### src/rtl/sect_mmu_pkg.sv
// Shared types and constants for the section address translator.
// Assumes nothing beyond IEEE 1800-2017 packages.
package sect_mmu_pkg;

    // Walker sequencing states
    typedef enum logic [1:0] {
        WALK_IDLE  = 2'd0,
        WALK_FETCH = 2'd1,
        WALK_WAIT  = 2'd2
    } walk_state_e;

    // Descriptor type code for a 1 MB section
    localparam logic [1:0] DESC_SECTION = 2'b10;

endpackage

### src/rtl/sect_tlb_array.sv
// Fully associative store of section mappings.
// Compares a virtual tag with every valid entry in parallel and fills
// entries in round-robin order. Assumes no tag is ever filled twice
// while still valid; the controller only fills after a miss.
module sect_tlb_array #(
    parameter int ENTRIES = 8,
    parameter int TAG_W   = 12
) (
    input  logic             clk,
    input  logic             rst_n,
    input  logic [TAG_W-1:0] lkp_vtag,
    output logic             lkp_hit,
    output logic [TAG_W-1:0] lkp_ptag,
    input  logic             flush,
    input  logic             fill_en,
    input  logic [TAG_W-1:0] fill_vtag,
    input  logic [TAG_W-1:0] fill_ptag
);
    localparam int PTR_W = (ENTRIES > 1) ? $clog2(ENTRIES) : 1;

    logic [ENTRIES-1:0] valid_q;
    logic [ENTRIES-1:0] match;
    logic [TAG_W-1:0]   vtag_q [ENTRIES];
    logic [TAG_W-1:0]   ptag_q [ENTRIES];
    logic [PTR_W-1:0]   ptr_q;

    // Per-entry tag comparators
    for (genvar g = 0; g < ENTRIES; g++) begin : g_cmp
        assign match[g] = valid_q[g] && (vtag_q[g] == lkp_vtag);
    end

    // Merge the matching entry's physical tag (at most one matches)
    always_comb begin
        lkp_ptag = '0;
        for (int i = 0; i < ENTRIES; i++) begin
            if (match[i]) lkp_ptag = lkp_ptag | ptag_q[i];
        end
    end
    assign lkp_hit = |match;

    // Valid bits and victim pointer; invalidate wins over a fill
    always_ff @(posedge clk) begin
        if (!rst_n) begin
            valid_q <= '0;
            ptr_q   <= '0;
        end else if (flush) begin
            valid_q <= '0;
        end else if (fill_en) begin
            valid_q[ptr_q] <= 1'b1;
            ptr_q <= (ptr_q == PTR_W'(ENTRIES - 1)) ? '0 : ptr_q + 1'b1;
        end
    end

    // Tag storage written at the victim slot
    always_ff @(posedge clk) begin
        for (int i = 0; i < ENTRIES; i++) begin
            if (fill_en && !flush && ptr_q == PTR_W'(i)) begin
                vtag_q[i] <= fill_vtag;
                ptag_q[i] <= fill_ptag;
            end
        end
    end

endmodule

### src/rtl/sect_tlb_ctrl.sv
// Request handling and descriptor walker.
// Answers hits and bypass requests one cycle after acceptance. A miss
// starts one descriptor read. Assumes the memory returns exactly one
// mem_rsp_valid for each accepted read, and none while no read is pending.
module sect_tlb_ctrl
    import sect_mmu_pkg::*;
#(
    parameter int ADDR_W = 32,
    parameter int SECT_W = 20
) (
    input  logic              clk,
    input  logic              rst_n,
    input  logic              xlat_en,
    input  logic [ADDR_W-1:0] tbl_base,
    input  logic              tlb_flush,
    input  logic              req_valid,
    output logic              req_ready,
    input  logic [ADDR_W-1:0] req_va,
    output logic              rsp_valid,
    output logic [ADDR_W-1:0] rsp_pa,
    output logic              rsp_fault,
    input  logic              lkp_hit,
    input  logic [ADDR_W-SECT_W-1:0] lkp_ptag,
    output logic              fill_en,
    output logic [ADDR_W-SECT_W-1:0] fill_vtag,
    output logic [ADDR_W-SECT_W-1:0] fill_ptag,
    output logic              mem_rd_valid,
    input  logic              mem_rd_ready,
    output logic [ADDR_W-1:0] mem_rd_addr,
    input  logic              mem_rsp_valid,
    input  logic [ADDR_W-1:0] mem_rsp_data
);
    localparam int TAG_W   = ADDR_W - SECT_W;
    localparam int ALIGN_W = TAG_W + 2;

    walk_state_e       state_q;
    logic [ADDR_W-1:0] va_q;
    logic [ADDR_W-1:0] addr_q;
    logic              drop_fill_q;
    logic              accept;
    logic              miss_start;
    logic              walk_done;
    logic              desc_ok;
    logic [ADDR_W-1:0] fetch_addr;
    logic              unused_bits;

    assign req_ready  = (state_q == WALK_IDLE);
    assign accept     = req_valid && req_ready;
    assign miss_start = accept && xlat_en && !lkp_hit;
    assign walk_done  = (state_q == WALK_WAIT) && mem_rsp_valid;
    assign desc_ok    = (mem_rsp_data[1:0] == DESC_SECTION);
    assign fetch_addr = {tbl_base[ADDR_W-1:ALIGN_W], req_va[ADDR_W-1:SECT_W], 2'b00};
    assign unused_bits = ^{tbl_base[ALIGN_W-1:0], mem_rsp_data[SECT_W-1:2]};

    assign mem_rd_valid = (state_q == WALK_FETCH);
    assign mem_rd_addr  = addr_q;

    assign fill_en   = walk_done && desc_ok && !drop_fill_q && !tlb_flush;
    assign fill_vtag = va_q[ADDR_W-1:SECT_W];
    assign fill_ptag = mem_rsp_data[ADDR_W-1:SECT_W];

    // Walker sequencing: idle -> fetch -> wait -> idle
    always_ff @(posedge clk) begin
        if (!rst_n) begin
            state_q <= WALK_IDLE;
        end else begin
            case (state_q)
                WALK_IDLE:  if (miss_start)   state_q <= WALK_FETCH;
                WALK_FETCH: if (mem_rd_ready) state_q <= WALK_WAIT;
                WALK_WAIT:  if (mem_rsp_valid) state_q <= WALK_IDLE;
                default:    state_q <= WALK_IDLE;
            endcase
        end
    end

    // Capture the missing address and its descriptor address
    always_ff @(posedge clk) begin
        if (!rst_n) begin
            va_q   <= '0;
            addr_q <= '0;
        end else if (miss_start) begin
            va_q   <= req_va;
            addr_q <= fetch_addr;
        end
    end

    // Remember an invalidate seen during the walk so the fill is dropped
    always_ff @(posedge clk) begin
        if (!rst_n || miss_start) begin
            drop_fill_q <= 1'b0;
        end else if (tlb_flush && state_q != WALK_IDLE) begin
            drop_fill_q <= 1'b1;
        end
    end

    // Registered response for bypass, hit and walk completion
    always_ff @(posedge clk) begin
        if (!rst_n) begin
            rsp_valid <= 1'b0;
            rsp_pa    <= '0;
            rsp_fault <= 1'b0;
        end else begin
            rsp_valid <= 1'b0;
            if (accept && !xlat_en) begin
                rsp_valid <= 1'b1;
                rsp_pa    <= req_va;
                rsp_fault <= 1'b0;
            end else if (accept && lkp_hit) begin
                rsp_valid <= 1'b1;
                rsp_pa    <= {lkp_ptag, req_va[SECT_W-1:0]};
                rsp_fault <= 1'b0;
            end else if (walk_done) begin
                rsp_valid <= 1'b1;
                rsp_pa    <= desc_ok ? {mem_rsp_data[ADDR_W-1:SECT_W], va_q[SECT_W-1:0]} : '0;
                rsp_fault <= !desc_ok;
            end
        end
    end

endmodule

### src/rtl/sect_mmu.sv
// Top of the section address translator: translation cache plus walker.
// Assumes the table base is held stable by software while translation
// is enabled; it is sampled only when a miss starts.
module sect_mmu #(
    parameter int TLB_ENTRIES = 8,
    parameter int ADDR_W      = 32,
    parameter int SECT_W      = 20
) (
    input  logic              clk,
    input  logic              rst_n,
    input  logic              xlat_en,
    input  logic [ADDR_W-1:0] tbl_base,
    input  logic              tlb_flush,
    input  logic              req_valid,
    output logic              req_ready,
    input  logic [ADDR_W-1:0] req_va,
    output logic              rsp_valid,
    output logic [ADDR_W-1:0] rsp_pa,
    output logic              rsp_fault,
    output logic              mem_rd_valid,
    input  logic              mem_rd_ready,
    output logic [ADDR_W-1:0] mem_rd_addr,
    input  logic              mem_rsp_valid,
    input  logic [ADDR_W-1:0] mem_rsp_data
);
    localparam int TAG_W = ADDR_W - SECT_W;

    logic             lkp_hit;
    logic [TAG_W-1:0] lkp_ptag;
    logic             fill_en;
    logic [TAG_W-1:0] fill_vtag;
    logic [TAG_W-1:0] fill_ptag;

    sect_tlb_array #(
        .ENTRIES(TLB_ENTRIES),
        .TAG_W  (TAG_W)
    ) u_array (
        .clk      (clk),
        .rst_n    (rst_n),
        .lkp_vtag (req_va[ADDR_W-1:SECT_W]),
        .lkp_hit  (lkp_hit),
        .lkp_ptag (lkp_ptag),
        .flush    (tlb_flush),
        .fill_en  (fill_en),
        .fill_vtag(fill_vtag),
        .fill_ptag(fill_ptag)
    );

    sect_tlb_ctrl #(
        .ADDR_W(ADDR_W),
        .SECT_W(SECT_W)
    ) u_ctrl (
        .clk          (clk),
        .rst_n        (rst_n),
        .xlat_en      (xlat_en),
        .tbl_base     (tbl_base),
        .tlb_flush    (tlb_flush),
        .req_valid    (req_valid),
        .req_ready    (req_ready),
        .req_va       (req_va),
        .rsp_valid    (rsp_valid),
        .rsp_pa       (rsp_pa),
        .rsp_fault    (rsp_fault),
        .lkp_hit      (lkp_hit),
        .lkp_ptag     (lkp_ptag),
        .fill_en      (fill_en),
        .fill_vtag    (fill_vtag),
        .fill_ptag    (fill_ptag),
        .mem_rd_valid (mem_rd_valid),
        .mem_rd_ready (mem_rd_ready),
        .mem_rd_addr  (mem_rd_addr),
        .mem_rsp_valid(mem_rsp_valid),
        .mem_rsp_data (mem_rsp_data)
    );

endmodule

### config.mk
export PLATFORM = sky130hd
export DESIGN_NAME = sect_mmu
export DESIGN_NICKNAME = d
export VERILOG_FILES = /design/src/rtl/sect_mmu_pkg.sv /design/src/rtl/sect_tlb_array.sv /design/src/rtl/sect_tlb_ctrl.sv /design/src/rtl/sect_mmu.sv
export SDC_FILE = /design/constraint.sdc
export NUM_CORES = 1
export LEC_CHECK = 0
export ABC_CLOCK_PERIOD_IN_PS = 3650
export BUFFER_PORTS_ARGS = -buffer_cell sky130_fd_sc_hd__buf_2
export CAP_MARGIN = 5
export CORE_MARGIN = 4
export CORE_UTILIZATION = 37
export CTS_CLUSTER_DIAMETER = 100
export DETAILED_ROUTE_END_ITERATION = 10
export PLACE_DENSITY_LB_ADDON = 0.1
export SLEW_MARGIN = 20
export SYNTH_ARGS = -nofsm -noshare
export SYNTH_HDL_FRONTEND = slang
export SYNTH_HIERARCHICAL = 1
export SYNTH_SLANG_ARGS = --single-unit
### constraint.sdc
create_clock -name clk -period 3.65 [get_ports clk]
set_input_delay 0.365 -clock clk [delete_from_list [all_inputs] [get_ports clk]]
set_output_delay 0.365 -clock clk [all_outputs]
set_load 0.1 [all_outputs]
* After elaboration in Yosys (flattened, before gate mapping) *
Memories as Yosys holds them, arrays and structs flattened.
Index checks and enable logic that the tools add are counted.

cells by class
  $add $sub $neg = 1
  order comparisons = 2
  eq/ne operators = 21
  mux-type cells = 80
  bitwise operators = 10
  reductions and logical operators = 58

operator list
  kind                                                 number
  two-way mux 12 bit                                   22
  OR reduction 12 bit                                  14
  two-way mux 32 bit                                   4
  == test 12 bit                                       8
  bitwise OR 12 bit                                    7
  two-way mux 3 bit                                    15
  two-way mux 1 bit                                    34
  logical AND 1 bit                                    28
  == test 3 bit, second input constant                 4
  bitwise OR 8 bit                                     1
  OR reduction 8 bit                                   1
  == test 3 x 2 -> 1 bit, second input constant        2
  logical NOT 1 bit                                    6
  two-way mux 2 bit                                    3
  case mux 2 bit (3 select lines)                      1
  == test 2 bit, second input constant                 2
  < comparator 3 x 4 -> 1 bit, second input constant   1
  != test 2 bit, second input constant                 2
  adder 3 x 1 -> 3 bit, second input constant          1
  demux 1 bit (select 3 bit)                           1
  == test 3 x 1 -> 1 bit, second input constant        1
  >= comparator 3 x 1 -> 1 bit, second input constant  1
  logical NOT 3 bit                                    1
  AND reduction 3 bit                                  1
  10 further kinds                                     11

word-level totals
  bits in registers = 110
  bits in writable memories = 192
  input port bits = 103
  output and inout bits = 68
  word-level logic and storage cells = 183
  memories = 2

memory list
  memory          depth  bits a word  read ports  clocked after memory_dff  wr ports  line                  text
  u_array.ptag_q  8      12           8           0                         1         sect_tlb_array.sv:24  logic [TAG_W-1:0] ptag_q [ENTRIES];
  u_array.vtag_q  8      12           8           0                         1         sect_tlb_array.sv:23  logic [TAG_W-1:0] vtag_q [ENTRIES];

* Longest topological paths before layout *
Gate-level depths: netlist (run 1).
An unclocked memory read counts as a cell.

  word-level depth = 20
  mapped depth = 13
  mapped depth without buffers = 9

* Cells and area by module *
Netlist (run 1), hierarchy kept.

modules (own cells, without submodules)
  module          instances  cells each  area an instance (um2)  seq. area each (um2)
  sect_tlb_array  1          626         8914.8                  5985.7
  sect_tlb_ctrl   1          461         3731.1                  1741.7

* Least setup slack after synthesis (run 1) *
Ideal clock, no wire load.

  path kind = reg-to-reg
  start = register u_ctrl.state_q[1]
  end = memory u_array.ptag_q[4][0] (netlist: u_array/ptag_q[1][0]) (enable)
  library setup time = 0.405 ns
  arrival time = 2.622 ns
  required time = 3.245 ns
  slack = 0.623 ns
  cell stages (with the launch flop) = 6
  path buffers = 1
  clock period less this slack = 3.027 ns
  cell sequence = dfxtp_1 -> nand3b_1 -> clkbuf_1 -> nor4_1 -> nand2_1 -> nor2_1

between the ends
  word-level cells in the longest chain between the ends = 17
  elaborated cells between the ends (all ways) = 51
  classes of those cells = eq/ne (1); mux (30); reduce/logical (20)

RTL lines
  what                                                                            line                  text
  from (decl)                                                                     sect_tlb_ctrl.sv:36   walk_state_e state_q;
  from (signal assigned)                                                          sect_tlb_ctrl.sv:65   state_q <= WALK_IDLE;
  from (signal assigned)                                                          sect_tlb_ctrl.sv:68   WALK_IDLE: if (miss_start) state_q <= WALK_FETCH;
  from (signal assigned)                                                          sect_tlb_ctrl.sv:69   WALK_FETCH: if (mem_rd_ready) state_q <= WALK_WAIT;
  == test 2 bit (*)                                                               sect_tlb_ctrl.sv:50   assign walk_done = (state_q == WALK_WAIT) && mem_rsp_valid;
  logical AND 1 bit (*)                                                           sect_tlb_ctrl.sv:50
  logical AND 1 bit (*) (3 in series)                                             sect_tlb_ctrl.sv:58   assign fill_en = walk_done && desc_ok && !drop_fill_q && !tlb_flush;
  net fill_en                                                                     sect_mmu.sv:30        logic fill_en;
  logical AND 1 bit (*)                                                           sect_tlb_array.sv:57  if (fill_en && !flush && ptr_q == PTR_W'(i)) begin
  logical AND 1 bit                                                               sect_tlb_array.sv:57
  two-way mux 1 bit                                                               sect_tlb_array.sv:57
  two-way mux 1 bit (not written as such)                                         sect_tlb_array.sv:59  ptag_q[i] <= fill_ptag;
  OR reduction 12 bit (no line)                                                   n/a
  two-way mux 3 bit (no line) or two-way mux 1 bit (tied branches) (7 in series)  n/a
  to (decl)                                                                       sect_tlb_array.sv:24

Mark *: on every way through the listed nets, which the timed path passes. The rest lies on a longest branch.

==> results.cfg, run 1 <==
[sta]
rsz0062_at_grt = false
maxSlewHeadroom = 0.405
drv_slew = 0
finalSetupViolations = 0
finalSetupTns_ns = 0
finalHoldViolCount = 0
fin_crit_ns = 3.15
worst_hold_slack_ns = 0.0575
fmax_mhz = 317
clock_skew_ns = 0.0135
post-route-period-util = 0.864
tightest_slew_ns = 0.892

[grt]
overflow = 0
track_usage = 0.192
grt_pass1_wl_microns = 54600
antenna_found_initial = 3
grt_max_degree = 53
grt_pass1_vias = 8875

[setup_path]
reg2reg_slack_ns = 0.50
worstPathMaxFanout = 14
path_class = reg2reg
worst_ep_arrival_time_ns = 3.65
reg2regPathDepth = 10
endpoint = u_ctrl/rsp_pa[19]
cp-start-kind = register
crit_required_ns = 4.14
crit_start = u_array/vtag_q[1][25]
r2r-end = u_ctrl/rsp_pa[19]
endpoint_kind = register
timing.rr.start = u_array/vtag_q[1][25]

[synth]
synth_compound_area_frac = 0.0913
yosys_warnings = 6
yosys.area_share.simple = 0.162
ys.flop_type = edfxtp_1
synth_xor_area_frac = 0.0675
avgSynthCellArea_sq_um = 11.6
ys_types = 52
synth_edf_count = 192
yosysSeqAreaShare = 0.611
muxShareOfSynthArea = 0
synth-seq-cells = 290
synthArstFlopShare = 0
syn_inst = 1087
syn_area_sq_um = 12600
synth_top_family_by_area = simple AND/OR/NAND/NOR gates
synthAdderAreaFrac = 0.00594

[power]
finalPower_mw = 7.18
irDropWorstVdd_uv = 386
powerDensity_nw_per_um2 = 496
p_leak_nw = 5.13

[drt]
viasPerCell = 5.28
postRouteAntennaNets = 0
drt_iter0_drc = 454
drt_first_pass_iters = 5
routedWlPerCell_microns = 21.6
route.detailed.drc = 0
routed_wl_microns = 35900
num_vias = 8759

[finish]
finalNetCount = 1294
drive_gt1_frac = 0.209
multi_input_area_sq_um = 4170
seq_area_sq_um = 7730
stdcell_count = 1658
nFillCells = 3225
synthToLayoutAreaGrowth_pct = 14.4

[clocking]
post_cts_buffers = 0
cts-root-buf = clkbuf_16
ctsHoldBuffers = 0
numCtsBuffers = 31
htreeDepth = 1
cts.path.max_buffers = 3
path_clk_slew_ns = 0.06
post_cts_resized = 0
cts_tree = done
clk_latency_ns = 0.55
cts_sinks = 290

[floorplan]
io_pins = 171
dieHeight_microns = 193
coreArea_sq_um = 33600
start_util = 0.376
fp.dieW_microns = 193
rows = 67
dieArea_sq_um = 37200

[min_path]
min_path_type = in2reg
hold_start = req_va[3]

[placement]
place_hpwl_microns = 24600
place_inst = 1600
port_buffers = 136
gp_congestion = 0.841

[flow_run]
maxCapViolCount = 0

[outcome]
status = finished, final reports clean
==> worst min-delay path by stage <==
stage                                        end  slack [ns]  depth (start not counted)
after detailed placement          u_ctrl/va_q[6]        0.44                          2
after CTS                      u_ctrl/rsp_pa[13]        0.02                          2
after floorplan                  u_ctrl/va_q[10]        0.43                          2
after global routing      u_ctrl/mem_rd_addr[21]        0.03                          3
final                           u_ctrl/rsp_pa[3]        0.06                          2
after global placement            u_ctrl/va_q[8]        0.44                          2
==> cell usage in the layout (no fill, tap or decap), types with 7 or more instances in the layout <==
cell,synthesis,routed
xnor2_1,30,30
or4_1,14,14
nand2b_1,8,7
a32o_1,12,12
clkbuf_1,43,9
or3_1,12,12
a21oi_1,70,70
clkinv_2,0,7
xor2_1,60,60
a221o_1,10,10
edfxtp_1,192,192
nor4_2,8,8
o22ai_1,38,38
and3_1,10,10
nor3_1,28,28
nand2_1,155,155
a31oi_1,14,14
buf_4,46,47
dfxtp_1,98,98
nor2b_1,8,8
clkbuf_16,0,31
nand3_1,23,23
buf_2,17,136
a22o_1,13,13
a21o_1,12,12
nor2_1,28,21
nor4_1,7,7
nand4_1,79,79
==> state kept, by name (all words and copies together) (netlist names) <==
signal,flops
u_array/ptag_q,96
u_array/ptr_q,3
u_array/valid_q,8
u_array/vtag_q,96
u_ctrl/drop_fill_q,1
u_ctrl/mem_rd_addr,19
u_ctrl/rsp_fault,1
u_ctrl/rsp_pa,32
u_ctrl/rsp_valid,1
u_ctrl/state_q,2
u_ctrl/va_q,31
==> critical path, stage by stage (launching register included) <==
cell and delay (ns):
edfxtp_1 0.38, xnor2_1 0.23, nand4_2 0.14, or3b_2 0.51
o2111ai_1 0.22, or4_1 0.24, nand2b_1 0.16, buf_4 0.24
nand2_1 0.10, nor2_1 0.60, a221o_1 0.27
==> where the power goes <==
group | switching [mW] | internal (mW)
combinational | 0.530 | 0.153
sequential | 0.0476 | 3.54
clock | 1.26 | 1.65
total | 1.84 | 5.35
==> routing by layer <==
layer  global-route usage  up-vias  wire [microns]
li1                     -     4173               -
met2                0.300      246           15900
met1                0.267     4285           16500
met5                    0        -              28
met4               0.0444        6             736
met3               0.0550       49            2700
==> metrics by stage <==
stage          setup slack (ns)  cell area (sq um)   util
5_1_grt                   0.243              14500  0.430
6_report                  0.497              14500  0.430
4_1_cts                   0.501              14500  0.430
3_3_place_gp              0.125              13500  0.403
2_1_floorplan             0.623              12600      -
3_5_place_dp              0.147              13500  0.403
==> logic make-up (layout without fill, tap and decap cells) <==
group,Yosys count,in the layout
flip-flops,290,290
AO/OA/AOI/OAI,176,176
XOR/XNOR,94,94
AND/OR/NAND/NOR,394,394
buffers and inverters,126,247
adder cells (fa/ha/maj),6,6
other,1,3
==> synthesized netlist by cell type (6+ instances only) <==
library cell  count  area share
inv_1             6      0.0018
nand2b_1          8      0.0040
buf_4            46       0.027
ha_1              6      0.0059
and3_1           10      0.0049
a31oi_1          14      0.0069
buf_6             9      0.0080
nand2_1         155       0.046
nand4_1          79       0.039
xor2_1           60       0.042
clkbuf_1         43       0.013
edfxtp_1        192        0.46
nor2_1           28      0.0083
a21oi_1          70       0.028
a221o_1          10      0.0079
nor3_1           28       0.011
a21o_1           12      0.0071
buf_2            17      0.0067
a32o_1           12      0.0095
or4_1            14      0.0083
or3_1            12      0.0059
xnor2_1          30       0.021
a22o_1           13      0.0090
nor4_2            8      0.0079
o22ai_1          38       0.019
nor2b_1           8      0.0040
dfxtp_1          98        0.16
nor4_1            7      0.0035
nand3_1          23      0.0091
==> layout make-up <==
class / instances / area share
sequential: 290 / 0.534
multi-input combinational: 672 / 0.288
timing repair buffer: 184 / 0.0728
clock buffer: 45 / 0.0607
tap: 448 / 0.0387
clock inverter: 12 / 0.00372
inverter: 6 / 0.00156
antenna: 1 / 0.000173
Power figures use the tool's default switching activity.
==> run 2: changes to the inputs <==
--- a/config.mk
+++ b/config.mk
@@ -5,14 +5,16 @@
 export SDC_FILE = /design/constraint.sdc
 export NUM_CORES = 1
 export LEC_CHECK = 0
-export ABC_CLOCK_PERIOD_IN_PS = 3650
+export ABC_CLOCK_PERIOD_IN_PS = 3100
 export BUFFER_PORTS_ARGS = -buffer_cell sky130_fd_sc_hd__buf_2
 export CAP_MARGIN = 5
 export CORE_MARGIN = 4
 export CORE_UTILIZATION = 37
 export CTS_CLUSTER_DIAMETER = 100
 export DETAILED_ROUTE_END_ITERATION = 10
+export GPL_ROUTABILITY_DRIVEN = 0
 export PLACE_DENSITY_LB_ADDON = 0.1
+export RECOVER_POWER = 25
 export SLEW_MARGIN = 20
 export SYNTH_ARGS = -nofsm -noshare
 export SYNTH_HDL_FRONTEND = slang
==> constraint.sdc (replaced) <==
create_clock -name clk -period 3.1 [get_ports clk]
set_input_delay 0.31 -clock clk [delete_from_list [all_inputs] [get_ports clk]]
set_output_delay 0.31 -clock clk [all_outputs]
set_load 0.1 [all_outputs]
==> run 2 against run 1 <==
  * First-iteration DRC count up 51%
  * Routed wire length is 6.0% higher
  * Via count is 5.5% higher
  * Highest routed layer unchanged
  * Clock skew increased by 0.011 ns
  * Total power increased by 24%
  * Non-clock buffer count is 85 higher
  * Flip-flop and latch count unchanged
  * Largest cell class unchanged
==> results.cfg, run 2 (synthesis results as in run 1) <==
[outcome]
status = finished, final reports clean

[sta]
finalSetupViolations = 0
rsz0062_at_grt = false
drv_slew = 0
post-route-period-util = 0.915
fin_crit_ns = 2.84
maxSlewHeadroom = 0.476
clock_skew_ns = 0.0249
tightest_slew_ns = 0.786
finalHoldViolCount = 0
fmax_mhz = 353
finalSetupTns_ns = 0

[power]
powerDensity_nw_per_um2 = 581
p_leak_nw = 5.55
finalPower_mw = 8.93
irDropWorstVdd_uv = 420

[finish]
final_core_util = 0.457
layout_common_cells = 192 x edfxtp_1, 155 x nand2_1, 124 x buf_2, 98 x dfxtp_1, 89 x buf_4
fin_area_sq_um = 15400
n_antenna_cell = 0
reg_top3 = u_array/ptag_q x96, u_array/vtag_q x96, u_ctrl/rsp_pa x32
multi_input_area_sq_um = 4190
drive_gt1_frac = 0.233
seq_area_sq_um = 7730
stdcell_count = 1743
final_common_cell = edfxtp_1
finalNetCount = 1379
synthToLayoutAreaGrowth_pct = 21.6
nFillCells = 3104

[grt]
grt_pass1_vias = 9342
antenna_found_initial = 1
track_usage = 0.204
grt_pass1_wl_microns = 57800
overflow = 0
grt_max_degree = 51

[setup_path]
worst_ep_arrival_time_ns = 3.27
endpoint_kind = register
crit_required_ns = 3.53
critPathTopFamily = simple AND/OR/NAND/NOR gates
max_stage_delay_ns = 0.51
path_class = reg2reg
cp_slowest_cell = or3b_2
cp.buffers_inverters = 1
path_cells = xnor2_1, nand4_2, or3b_2, o2111ai_1, or4_4, nand2b_1, a22oi_1, o21a_1, buf_4, a32o_1
cp-start-kind = register
worstPathMaxFanout = 12

[clocking]
clk_latency_ns = 0.56
cts_tree = done
cts-root-buf = clkbuf_16
htreeDepth = 1
cts.path.max_buffers = 3
post_cts_buffers = 0
numCtsBuffers = 31
path_clk_slew_ns = 0.06
cts_sinks = 290

[drt]
num_vias = 9238
drt_first_pass_iters = 5
routedWlPerCell_microns = 21.8
routed_wl_microns = 38000
route.detailed.drc = 0
viasPerCell = 5.30
drt_iter0_drc = 687
postRouteAntennaNets = 0

[placement]
placed_area_sq_um = 14000
port_buffers = 136
place_hpwl_microns = 26500
place_inst = 1652

[floorplan]
rows = 67
start_util = 0.376
dieHeight_microns = 193
io_pins = 171
dieArea_sq_um = 37200
fp.dieW_microns = 193
coreArea_sq_um = 33600

[flow_run]
maxCapViolCount = 0

[min_path]
min_path_type = in2reg
## run 2: cell count changes in the layout (fill, tap and decap cells not counted), moves of 3 or more
cell           change
buf_12             +6
buf_2             -12
buf_4             +42
bufinv_16          +5
clkbuf_1          +12
clkbuf_8           -3
clkinv_1           -3
clkinvlp_2         +3
dlygate4sd3_1     +33
## run 2: layer usage
| layer | track usage | vias up | routed length [microns] |
|---|---|---|---|
| li1 | - | 4331 | - |
| met1 | 0.277 | 4535 | 16700 |
| met2 | 0.333 | 327 | 17500 |
| met3 | 0.0577 | 43 | 3280 |
| met4 | 0.0335 | 2 | 498 |
| met5 | 0 | - | 10 |
## run 2: power breakdown
part	switching (mW)	leakage (nW)	internal (mW)
Sequential	0.0457	2.56	4.17
Combinational	0.660	2.48	0.246
Clock	1.51	0.513	2.29
## run 2: cell type report
cell class,instances,area share
Sequential cell,290,0.503
Multi-Input combinational cell,672,0.272
Timing Repair Buffer,269,0.118
Clock buffer,38,0.0535
Tap cell,448,0.0365
Clock inverter,20,0.0151
Inverter,6,0.00146
## run 2: final timing paths
kind | start | to | slack (ns) | cells past startpoint
setup / recovery | u_array/vtag_q[1][33] | u_ctrl/rsp_pa[24] | 0.26 | 10
hold / removal | tbl_base[30] | u_ctrl/mem_rd_addr[30] | 0.02 | 3
setup reg to reg | u_array/vtag_q[1][33] | u_ctrl/rsp_pa[24] | 0.26 | 10
hold reg to reg | u_ctrl/va_q[1] | u_ctrl/rsp_pa[1] | 0.45 | 2
## run 2: worst reg2reg max path: cells and delay by family (launching register included)
kind,cells,cell delay [ns]
buffers and inverters,1,0.21
and+or+nand+nor,4,1.13
AOI/OAI and AO/OA,4,0.82
DFF,1,0.37
xor gates and xnor gates,1,0.19
## run 2: metrics by stage
step / worst slack [ns] / hold WS [ns]
after floorplan: 0.0733 / 0.432
after global placement: -0.314 / 0.437
after detailed placement: -0.302 / 0.443
after CTS: 0.0586 / 0.00212
after global routing: 0.0563 / 0.0145
final: 0.265 / 0.0231
## run 2: timing repair
action	in CTS	in global routing
hold endpoints to repair	45	0
endpoints found under the setup margin	22	25
pin swaps	0	0
resized for setup	2	3
hold buffers	33	0
==> run 3: changes to the inputs <==
--- a/config.mk
+++ b/config.mk
@@ -6,7 +6,7 @@
 export NUM_CORES = 1
 export LEC_CHECK = 0
 export ABC_CLOCK_PERIOD_IN_PS = 3100
-export BUFFER_PORTS_ARGS = -buffer_cell sky130_fd_sc_hd__buf_2
+export BUFFER_PORTS_ARGS = -buffer_cell sky130_fd_sc_hd__clkbuf_2
 export CAP_MARGIN = 5
 export CORE_MARGIN = 4
 export CORE_UTILIZATION = 37
@@ -14,7 +14,7 @@
 export DETAILED_ROUTE_END_ITERATION = 10
 export GPL_ROUTABILITY_DRIVEN = 0
 export PLACE_DENSITY_LB_ADDON = 0.1
-export RECOVER_POWER = 25
+export RECOVER_POWER = 100
 export SLEW_MARGIN = 20
 export SYNTH_ARGS = -nofsm -noshare
 export SYNTH_HDL_FRONTEND = slang
==> run 3 against run 2 <==
  * Maximum frequency decreased by 3.4%
  * Critical path type unchanged
  * Largest power group unchanged
  * Global-route usage fell by 0.20 points
  * Non-clock buffer count is 1 higher
  * Final area is 1.5% lower
  * Total power fell by 4.7%
  * Sequential power about the same
  * Critical endpoint is now u_ctrl/va_q[20]
  * Routed wire length barely moved
==> results.cfg, run 3 (synthesis results as in run 1) <==
[outcome]
status = finished, final reports clean

[setup_path]
cp_slowest_cell = or4_1
crit_cells = 12
worst_ep_arrival_time_ns = 3.34
r2r-end = u_ctrl/va_q[20]
cp-start-kind = register
timing.rr.start = u_array/vtag_q[0][41]
critPathTopFamily = simple AND/OR/NAND/NOR gates
reg2regPathDepth = 12
path_class = reg2reg
worstPathMaxFanout = 38
cp.buffers_inverters = 3
endpoint = u_ctrl/va_q[20]
max_stage_delay_ns = 0.61
crit_required_ns = 3.51
endpoint_kind = register
reg2reg_slack_ns = 0.16
path_cells = xnor2_1, nand4_1, nor4_4, and4bb_1, or4_1, nand2b_2, buf_4, buf_4, nand2b_2, buf_12, nand2_1, a21oi_1
crit_start = u_array/vtag_q[0][41]

[clocking]
cts_sinks = 290
post_cts_buffers = 0
clk_latency_ns = 0.55
cts.path.max_buffers = 3
numCtsBuffers = 31
path_clk_slew_ns = 0.06
cts-root-buf = clkbuf_16
cts_tree = done
htreeDepth = 1

[floorplan]
fp.dieW_microns = 193
dieHeight_microns = 193
io_pins = 171
start_util = 0.376
dieArea_sq_um = 37200
coreArea_sq_um = 33600
rows = 67

[drt]
routedWlPerCell_microns = 21.8
viasPerCell = 5.29
routed_wl_microns = 38000
num_vias = 9217
route.detailed.drc = 0
drt_iter0_drc = 724
drt_first_pass_iters = 5
postRouteAntennaNets = 0

[grt]
grt_max_degree = 48
track_usage = 0.202
grt_pass1_vias = 9377
antenna_found_initial = 2
grt_pass1_wl_microns = 57500
overflow = 0

[finish]
layout_common_cells = 192 x edfxtp_1, 155 x nand2_1, 98 x dfxtp_1, 94 x clkbuf_1, 79 x nand4_1
final_core_util = 0.450
seq_area_sq_um = 7730
final_common_cell = edfxtp_1
synthToLayoutAreaGrowth_pct = 19.7
nFillCells = 3153
finalNetCount = 1380
n_antenna_cell = 0
multi_input_area_sq_um = 4180
reg_top3 = u_array/ptag_q x96, u_array/vtag_q x96, u_ctrl/rsp_pa x32
drive_gt1_frac = 0.170

[placement]
place_hpwl_microns = 26000
port_buffers = 136
pre_cts_ws_ns = -0.259

[sta]
finalHoldViolCount = 0
finalSetupViolations = 0
drv_slew = 0
rsz0062_at_grt = false
fin_crit_ns = 2.94
setup_slack_ns = 0.164
clock_skew_ns = 0.0119
fmax_mhz = 341
finalSetupTns_ns = 0
maxSlewHeadroom = 0.146
tightest_slew_ns = 1.29
post-route-period-util = 0.947

[power]
p_leak_nw = 5.22
powerDensity_nw_per_um2 = 562
irDropWorstVdd_uv = 387

[min_path]
min_path_type = in2reg

[flow_run]
maxCapViolCount = 0
[run 3: cell count changes in the layout (fill, tap and decap cells not counted), moves of 3 or more]
cell / previous run / this run
clkbuf_2: 0 / 68
bufinv_16: 5 / 1
buf_4: 89 / 77
buf_2: 124 / 0
clkbuf_1: 21 / 94
clkinv_1: 2 / 6
clkinvlp_2: 3 / 0
[run 3: report_power, final]
part	leakage, nW	internal (mW)	total [mW]	switching, mW
Clock	0.441	1.92	3.39	1.47
Combinational	2.22	0.242	0.896	0.653
Sequential	2.56	4.17	4.22	0.0536
Total	5.22	6.33	8.51	2.18
[run 3: worst register-to-register path, stage by stage, from the launching register on]
cell and delay (ns):
edfxtp_1 0.38, xnor2_1 0.14, nand4_1 0.20, nor4_4 0.08, and4bb_1 0.20, or4_1 0.61, nand2b_2 0.28, buf_4 0.17
buf_4 0.15, nand2b_2 0.20, buf_12 0.18, nand2_1 0.13, a21oi_1 0.07
[run 3: timing repair]
item / CTS / global route
hold buffers: 35 / 0
hold endpoints to repair: 42 / 0
gates resized for setup: 0 / 4
endpoints found under the setup margin: 0 / 28
[run 3: metrics by stage]
stage          hold WS [ns]  instances  cell area [sq um]  total power, mW
6_report             0.0221       1743              15100             8.51
5_1_grt              0.0195       1743              15100             8.83
4_1_cts             0.00837       1743              15300             8.62
3_5_place_dp          0.442       1651              14000             5.18
3_3_place_gp          0.437       1651              14000             5.17
2_1_floorplan         0.432       1088              12600             4.91
[run 3: metal layers]
metal  share of wire  track usage
met2            0.46        0.322
met5         0.00063            0
met1            0.44        0.276
met4           0.017       0.0483
met3           0.081       0.0541
[run 3: how the worst min path moves through the flow]
stage / startpoint / to / slack, ns / cells past startpoint
floorplan: u_ctrl/va_q[10] / u_ctrl/va_q[10] / 0.43 / 2
global placement: u_ctrl/va_q[4] / u_ctrl/va_q[4] / 0.44 / 2
detailed placement: u_ctrl/va_q[19] / u_ctrl/va_q[19] / 0.44 / 2
CTS: tbl_base[24] / u_ctrl/mem_rd_addr[24] / 0.008 / 3
global route: req_va[11] / u_ctrl/va_q[11] / 0.02 / 3
finish: tbl_base[24] / u_ctrl/mem_rd_addr[24] / 0.02 / 3
[run 3: area by class of cell]
| type | count | area share |
|---|---|---|
| Inverter | 6 | 0.00149 |
| Sequential cell | 290 | 0.510 |
| Timing Repair Buffer | 270 | 0.115 |
| Clock inverter | 13 | 0.00562 |
| Clock buffer | 44 | 0.0544 |
| Tap cell | 448 | 0.0370 |
| Multi-Input combinational cell | 672 | 0.276 |
